### src/rtl/prcfg_pkg.sv
package prcfg_pkg;
  localparam int STAT_W    = 19;
  localparam int MODE_LSB  = 16;
  localparam int NCFG_BIT  = 12;
  localparam int PRERR_BIT = 11;
  localparam int PRDON_BIT = 10;
  localparam int PRRDY_BIT = 9;
  localparam int CDONE_BIT = 6;
  localparam int NSTAT_BIT = 4;
  localparam int UMODE_BIT = 2;

  typedef enum logic [1:0] {
    RES_OK      = 2'd0,
    RES_INVAL   = 2'd1,
    RES_TIMEOUT = 2'd2
  } res_e;

  typedef enum logic [4:0] {
    S_IDLE, S_CHECK, S_PATH_ON, S_OVR_ON, S_F1_GO, S_F1_WAIT,
    S_F2_GO, S_F2_WAIT, S_WREADY, S_STREAM, S_WDONE, S_DROP,
    S_F3_GO, S_F3_WAIT, S_CS_OFF, S_OVR_OFF, S_FINAL
  } seq_e;
endpackage

### src/rtl/prcfg_burst.sv
module prcfg_burst #(
  parameter int CNT_W = 12
) (
  input  logic             clk,
  input  logic             rst,
  input  logic             go_i,
  input  logic [CNT_W-1:0] cnt_i,
  input  logic             ack_i,
  output logic             req_o,
  output logic [CNT_W-1:0] cnt_o,
  output logic             fin_o
);
  always_ff @(posedge clk) begin
    if (rst) begin
      req_o <= 1'b0;
      cnt_o <= '0;
      fin_o <= 1'b0;
    end else begin
      fin_o <= 1'b0;
      if (go_i) begin
        req_o <= 1'b1;
        cnt_o <= cnt_i;
      end else if (req_o && ack_i) begin
        req_o <= 1'b0;
        fin_o <= 1'b1;
      end
    end
  end

  // a pending request and its count stay put until acknowledged
  assert_req_hold_R4: assert property (@(posedge clk) disable iff (rst)
    (req_o && !ack_i && !go_i) |=> (req_o && $stable(cnt_o)));
endmodule

### src/rtl/prcfg_poll.sv
module prcfg_poll
  import prcfg_pkg::*;
#(
  parameter int TRIES = 10
) (
  input  logic       clk,
  input  logic       rst,
  input  logic       go_i,
  input  logic       err_i,
  input  logic       hit_i,
  output logic       fin_o,
  output logic [1:0] code_o
);
  localparam int CW = $clog2(TRIES + 1);

  logic          active;
  logic [CW-1:0] tries_q;

  always_ff @(posedge clk) begin
    if (rst) begin
      active  <= 1'b0;
      tries_q <= '0;
      fin_o   <= 1'b0;
      code_o  <= RES_OK;
    end else begin
      fin_o <= 1'b0;
      if (go_i) begin
        active  <= 1'b1;
        tries_q <= '0;
      end else if (active) begin
        if (err_i) begin
          active <= 1'b0;
          fin_o  <= 1'b1;
          code_o <= RES_INVAL;
        end else if (hit_i) begin
          active <= 1'b0;
          fin_o  <= 1'b1;
          code_o <= RES_OK;
        end else if (tries_q == CW'(TRIES - 1)) begin
          active <= 1'b0;
          fin_o  <= 1'b1;
          code_o <= RES_TIMEOUT;
        end else begin
          tries_q <= tries_q + 1'b1;
        end
      end
    end
  end

  // never more samples than the try limit
  assert_poll_bound_R5: assert property (@(posedge clk) disable iff (rst)
    active |-> (tries_q < CW'(TRIES)));
  // error flag wins over the awaited flag
  assert_err_first_R7: assert property (@(posedge clk) disable iff (rst)
    (active && !go_i && err_i) |=> (fin_o && code_o == RES_INVAL));
endmodule

### src/rtl/prcfg_sequencer.sv
module prcfg_sequencer
  import prcfg_pkg::*;
#(
  parameter int POLL_TRIES = 10,
  parameter int CNT_W      = 12,
  parameter int FLUSH_CLKS = 256,
  parameter int PREP_CLKS  = 2047
) (
  input  logic              clk,
  input  logic              rst,
  input  logic              start_i,
  input  logic              full_cfg_i,
  input  logic              img_end_i,
  input  logic [18:0]       stat_i,
  input  logic              burst_ack_i,
  output logic              burst_req_o,
  output logic [CNT_W-1:0]  burst_cnt_o,
  output logic              cs_n_o,
  output logic              path_en_o,
  output logic              ovr_en_o,
  output logic              pr_req_o,
  output logic              stream_en_o,
  output logic              done_o,
  output logic [1:0]        result_o
);
  seq_e       state_q;
  logic [1:0] err_q;

  logic             burst_go, burst_fin;
  logic [CNT_W-1:0] burst_cnt;
  logic             poll_go, poll_fin, poll_hit;
  logic [1:0]       poll_code;

  logic [2:0] mode;
  logic       setup_ok, health_ok;

  assign mode      = stat_i[MODE_LSB+2:MODE_LSB];
  assign setup_ok  = !full_cfg_i && (mode <= 3'd1) &&
                     stat_i[NCFG_BIT] && stat_i[NSTAT_BIT];
  assign health_ok = stat_i[UMODE_BIT] && stat_i[CDONE_BIT] && stat_i[NSTAT_BIT];

  assign burst_go  = (state_q == S_F1_GO) || (state_q == S_F2_GO) ||
                     (state_q == S_F3_GO);
  assign burst_cnt = (state_q == S_F2_GO) ? CNT_W'(PREP_CLKS) : CNT_W'(FLUSH_CLKS);
  assign poll_go   = ((state_q == S_F2_WAIT) && burst_fin) ||
                     ((state_q == S_STREAM) && img_end_i);
  assign poll_hit  = (state_q == S_WDONE) ? stat_i[PRDON_BIT] : stat_i[PRRDY_BIT];

  prcfg_burst #(.CNT_W(CNT_W)) burst_i (
    .clk(clk), .rst(rst), .go_i(burst_go), .cnt_i(burst_cnt),
    .ack_i(burst_ack_i), .req_o(burst_req_o), .cnt_o(burst_cnt_o),
    .fin_o(burst_fin)
  );

  prcfg_poll #(.TRIES(POLL_TRIES)) poll_i (
    .clk(clk), .rst(rst), .go_i(poll_go), .err_i(stat_i[PRERR_BIT]),
    .hit_i(poll_hit), .fin_o(poll_fin), .code_o(poll_code)
  );

  always_ff @(posedge clk) begin
    if (rst) begin
      state_q     <= S_IDLE;
      err_q       <= RES_OK;
      cs_n_o      <= 1'b1;
      path_en_o   <= 1'b0;
      ovr_en_o    <= 1'b0;
      pr_req_o    <= 1'b0;
      stream_en_o <= 1'b0;
      done_o      <= 1'b0;
      result_o    <= RES_OK;
    end else begin
      done_o <= 1'b0;
      unique case (state_q)
        S_IDLE:    if (start_i) state_q <= S_CHECK;
        S_CHECK: begin
          err_q <= RES_OK;
          if (setup_ok) begin
            cs_n_o  <= 1'b0;
            state_q <= S_PATH_ON;
          end else begin
            result_o <= RES_INVAL;
            done_o   <= 1'b1;
            state_q  <= S_IDLE;
          end
        end
        S_PATH_ON: begin path_en_o <= 1'b1; state_q <= S_OVR_ON; end
        S_OVR_ON:  begin ovr_en_o  <= 1'b1; state_q <= S_F1_GO;  end
        S_F1_GO:   state_q <= S_F1_WAIT;
        S_F1_WAIT: if (burst_fin) begin pr_req_o <= 1'b1; state_q <= S_F2_GO; end
        S_F2_GO:   state_q <= S_F2_WAIT;
        S_F2_WAIT: if (burst_fin) state_q <= S_WREADY;
        S_WREADY: if (poll_fin) begin
          if (poll_code == RES_OK) begin
            stream_en_o <= 1'b1;
            state_q     <= S_STREAM;
          end else begin
            err_q   <= poll_code;
            state_q <= S_DROP;
          end
        end
        S_STREAM: if (img_end_i) begin stream_en_o <= 1'b0; state_q <= S_WDONE; end
        S_WDONE:  if (poll_fin) begin err_q <= poll_code; state_q <= S_DROP; end
        S_DROP:    begin pr_req_o <= 1'b0; state_q <= S_F3_GO; end
        S_F3_GO:   state_q <= S_F3_WAIT;
        S_F3_WAIT: if (burst_fin) begin path_en_o <= 1'b0; state_q <= S_CS_OFF; end
        S_CS_OFF:  begin cs_n_o   <= 1'b1; state_q <= S_OVR_OFF; end
        S_OVR_OFF: begin ovr_en_o <= 1'b0; state_q <= S_FINAL;   end
        S_FINAL: begin
          if (err_q != RES_OK) result_o <= err_q;
          else                 result_o <= health_ok ? RES_OK : RES_TIMEOUT;
          done_o  <= 1'b1;
          state_q <= S_IDLE;
        end
        default: state_q <= S_IDLE;
      endcase
    end
  end

  // PR request only with the whole path brought up
  assert_prreq_path_R4: assert property (@(posedge clk) disable iff (rst)
    pr_req_o |-> (!cs_n_o && path_en_o && ovr_en_o));
  // streaming window lies inside the PR request
  assert_stream_in_req_R6: assert property (@(posedge clk) disable iff (rst)
    stream_en_o |-> pr_req_o);
  // done is a single-cycle pulse
  assert_done_pulse_R10: assert property (@(posedge clk) disable iff (rst)
    done_o |=> !done_o);
  // idle means every control output released
  assert_idle_quiet_R10: assert property (@(posedge clk) disable iff (rst)
    (state_q == S_IDLE) |-> (cs_n_o && !path_en_o && !ovr_en_o && !pr_req_o &&
                             !stream_en_o && !burst_req_o));
  // a bad mode field rejects with result 1 and leaves chip-select high
  assert_bad_mode_R1: assert property (@(posedge clk) disable iff (rst)
    (state_q == S_CHECK && mode > 3'd1) |=> (done_o && result_o == RES_INVAL && cs_n_o));
  // a run is only entered from idle
  assert_no_restart_R11: assert property (@(posedge clk) disable iff (rst)
    (state_q != S_IDLE) |=> (state_q != S_CHECK));
endmodule

### config.mk
export PLATFORM = sky130hd
export DESIGN_NAME = prcfg_sequencer
export DESIGN_NICKNAME = d
export VERILOG_FILES = /design/src/rtl/prcfg_pkg.sv /design/src/rtl/prcfg_burst.sv /design/src/rtl/prcfg_poll.sv /design/src/rtl/prcfg_sequencer.sv
export SDC_FILE = /design/constraint.sdc
export NUM_CORES = 1
export LEC_CHECK = 0
export BUFFER_PORTS_ARGS = -buffer_cell sky130_fd_sc_hd__buf_2
export CAP_MARGIN = 20
export CORE_UTILIZATION = 50
export DETAILED_ROUTE_END_ITERATION = 6
export PLACE_DENSITY = 0.75
export SLEW_MARGIN = 0
export SYNTH_ARGS = -nofsm -noshare
export SYNTH_HDL_FRONTEND = slang
export SYNTH_SLANG_ARGS = --single-unit
export TNS_END_PERCENT = 10
### constraint.sdc
create_clock -name clk -period 5.7 [get_ports clk]
set_clock_uncertainty 0.05 [all_clocks]
set_input_delay 1.14 -clock clk [delete_from_list [all_inputs] [get_ports clk]]
set_output_delay 1.14 -clock clk [all_outputs]
set_load 0.05 [all_outputs]
==> flow_summary_export.csv <==
group,metric,value,unit
critical_path,slowest_stage,"dfxtp_1",
placement,placedCellCount,215,
power_and_ir_drop,p_comb_share,11.1,%
synth,yosys_most_used_dff,"dfxtp_1",
cts,cts_num_sinks,27,
sta,finalHoldViolCount,0,
cts,clock_latency,0.33,ns
die,core_area,2570,sq um
sta,max_slew_margin,60.5,%
detailed_routing,wirelength,3.07,mm
detailed_routing,drc_errors,0,
placement,place_ws,3.21,ns
cells_and_area,final.fill_count,246,
power_and_ir_drop,power_frac_seq,62.3,%
critical_path,setup.worst_path.class,"reg2out",
sta,fmax,436,MHz
synth,synthDistinctLibCells,42,
critical_path,critical_path.max_stage_delay,0.48,ns
placement,io_buffers,34,
synth,synth_warnings,0,
sta,final-setup-viol-count,0,
placement,globalplace.congestion,0.881,
detailed_routing,drt_pass1_iterations,4,
sta,setup_tns,0,ns
global_routing,grt_overflow,0,
sta,fin_ws,3.40,ns
power_and_ir_drop,pwr-share-clk,26.6,%
sta,rsz0062_at_grt,"false",
detailed_routing,vias,1306,
critical_path,worst-path-buf-inv,1,
detailed_routing,vias_per_cell,5.96,
sta,final-max-slew-violation-count,0,
synth,yosys_register_bits,27,
die,die_w,54.9,um
die,ios,46,
power_and_ir_drop,p_int,229,uW
die,die_area,3010,sq um
power_and_ir_drop,leakage,0.000598,uW
sta,tightest_slew,0.591,ns
power_and_ir_drop,vdd_ir_drop_max,0.000167,V
critical_path,worstPathArrival,1.11,ns
detailed_routing,wire_per_inst,14.0,um
sta,period_share,40.3,%
cells_and_area,antenna_cells,0,
critical_path,start_kind,"register",
synth,netlist_area,1400,sq um
cells_and_area,fin_cells,219,
cts,post_cts_buffers,0,
global_routing,grt_max_degree,21,
hold_path,min_path_type,"reg2reg",
synth,syn_nets,196,
cts,post_cts_resized,0,
cells_and_area,layout-drive-gt1-share,24.3,%
critical_path,worst-r2r-setup-slack,3.46,ns
detailed_routing,ant_nets,0,
die,start_util,54.4,%
global_routing,antenna_found_initial,0,
sta,period_needed,2.30,ns
global_routing,gr-usage-all-layers,22.3,%
die,die_y,54.9,um
power_and_ir_drop,p_switching,84.3,uW
power_and_ir_drop,switching_share,26.9,%
cells_and_area,layout.nets,217,
cells_and_area,area_growth,9.04,%
hold_path,min_from,"burst_i.cnt_o[8]$_SDFFE_PP0P_",
cts,clk_path_buf_depth,2,
global_routing,grt_pass1_vias,1119,
cts,h-tree-depth,1,
synth,synth.avg_cell_area,8.27,sq um
critical_path,worst_setup_path_end_kind,"primary output",
critical_path,critPathMaxFanout,11,
synth,ys_async_sr_fraction,0,%
critical_path,critPathTopFamily,"flip-flops",
die,num_rows,18,
power_and_ir_drop,pwr_density_cell,205,nW/um^2
critical_path,r2r-start,"state_q[0]$_SDFFE_PP0P_",
detailed_routing,drt_iter0_markers,35,
critical_path,crit_required,4.51,ns
sta,hold_ws,0.413,ns
cts,cts_buffers,3,
critical_path,critPathLaunch,"burst_i.cnt_o[9]$_SDFFE_PP0P_",
synth,synth_cells,169,
status,status,"finished, final reports clean",
critical_path,crit_chain,"buf_2",
synth,ys_seq_area_share,38.7,%
cts,ctsHoldBuffers,0,
flow_run,cap_viol_max_count,0,
global_routing,grt_pass1_wl,4.77,mm
cts,path_clk_slew,0.15,ns
cts,cts_root_buf,"clkbuf_4",
placement,place_hpwl,2.28,mm
cts,cts_tree,"done",
synth,synth_enable_flop_cells,0,
==> kinds of logic after synthesis <==
| group | after synthesis | synth area share [%] |
|---|---|---|
| buf+inv | 25 | 9.67 |
| xor+xnor | 3 | 1.88 |
| simple gates | 66 | 25.8 |
| compound gates | 45 | 21.9 |
| fa+ha+maj | 2 | 1.79 |
| other cells | 1 | 0.268 |
| flops | 27 | 38.7 |
==> worst reg2reg max path: cells and delay by family, from the launching register on <==
family	cells	cell delay (ns)
compound gates	2	0.61
simple gates	3	0.84
flops	1	0.65
==> Yosys cell counts (2+ instances only) <==
library cell  count  area, sq um
a211oi_1          2         15.0
a21oi_1          11         55.1
a311oi_1          2         17.5
a31oi_1           9         56.3
and4_1            2         17.5
buf_4            11         82.6
clkbuf_1          6         22.5
dfxtp_1          27          541
ha_1              2         25.0
inv_1             7         26.3
nand2_1          14         52.6
nand2b_1          3         18.8
nand3_1           5         25.0
nand4_1           4         25.0
nand4b_1          2         17.5
nor2_1           12         45.0
nor2b_1           4         25.0
nor3_1            7         35.0
nor4_1            2         12.5
o211ai_1          3         22.5
o21ai_0           8         40.0
o22ai_1           2         12.5
or3_1             3         18.8
xor2_1            3         26.3
==> per-layer routing <==
metal / vias to the layer above / track usage (%) / part of all wire, % / routed length [um]
li1: 644 / - / - / -
met1: 610 / 27.3 / 46 / 1410
met2: 46 / 35.9 / 47 / 1450
met3: 6 / 3.33 / 4.6 / 141
met4: 0 / 14.1 / 2.3 / 70
met5: - / 0 / 0 / 0
==> final timing paths <==
kind / to / depth (start not counted)
max: burst_cnt_o[10] / 1
min: burst_i.cnt_o[8]$_SDFFE_PP0P_ / 2
max reg2reg: state_q[1]$_SDFFE_PP0P_ / 5
min reg2reg: burst_i.cnt_o[8]$_SDFFE_PP0P_ / 2
==> stage by stage <==
| step | power [uW] | util, % | instance area (sq um) |
|---|---|---|---|
| 2_1_floorplan | 223 | - | 1400 |
| 3_3_place_gp | 233 | 58.3 | 1500 |
| 3_5_place_dp | 234 | 58.3 | 1500 |
| 4_1_cts | 317 | 59.4 | 1520 |
| 5_1_grt | 326 | 59.4 | 1520 |
| 6_report | 313 | 59.4 | 1520 |
==> state kept, by name (all words and copies together) (netlist names), 2 cells and up <==
signal          cells
state_q             5
burst_i.cnt_o       2
result_o            2
err_q               2
poll_i.code_o       2
poll_i.tries_q      4
==> power groups by stage <==
stage	Clock (uW)	Sequential (uW)	Combinational [uW]
after floorplan	0	204	18.5
after global placement	0	199	33.6
after detailed placement	0	199	34.6
after CTS	86.9	195	34.8
after global routing	92.8	196	37.8
final	83.3	195	34.8
==> cell usage in the layout, fill, tap and decap left out, types with 2 or more instances in the layout <==
| cell type | netlist | layout |
|---|---|---|
| nor2_1 | 12 | 12 |
| nor2b_1 | 4 | 4 |
| inv_1 | 7 | 7 |
| nand2_1 | 14 | 14 |
| o21ai_0 | 8 | 8 |
| a21oi_1 | 11 | 11 |
| a311oi_1 | 2 | 2 |
| a31oi_1 | 9 | 9 |
| buf_2 | 0 | 34 |
| nand4b_1 | 2 | 2 |
| nor3_1 | 7 | 7 |
| nand4_1 | 4 | 4 |
| o22ai_1 | 2 | 2 |
| nor4_1 | 2 | 2 |
| o211ai_1 | 3 | 3 |
| clkbuf_4 | 0 | 3 |
| or3_1 | 3 | 3 |
| a211oi_1 | 2 | 2 |
| dfxtp_1 | 27 | 27 |
| xor2_1 | 3 | 3 |
| nand3_1 | 5 | 5 |
| nand2b_1 | 3 | 3 |
| and4_1 | 2 | 2 |
| ha_1 | 2 | 2 |
==> final cells by class <==
type | count | area [sq um] | area share (%)
inverters | 7 | 26.3 | 1.72
repair buffers | 34 | 170 | 11.2
flip-flops and latches | 27 | 541 | 35.5
multi-input cells | 117 | 722 | 47.4
clock inverters | 1 | 5.00 | 0.328
well taps | 30 | 37.5 | 2.46
clock buffers | 3 | 22.5 | 1.48
(Power assumes the default switching activity.)
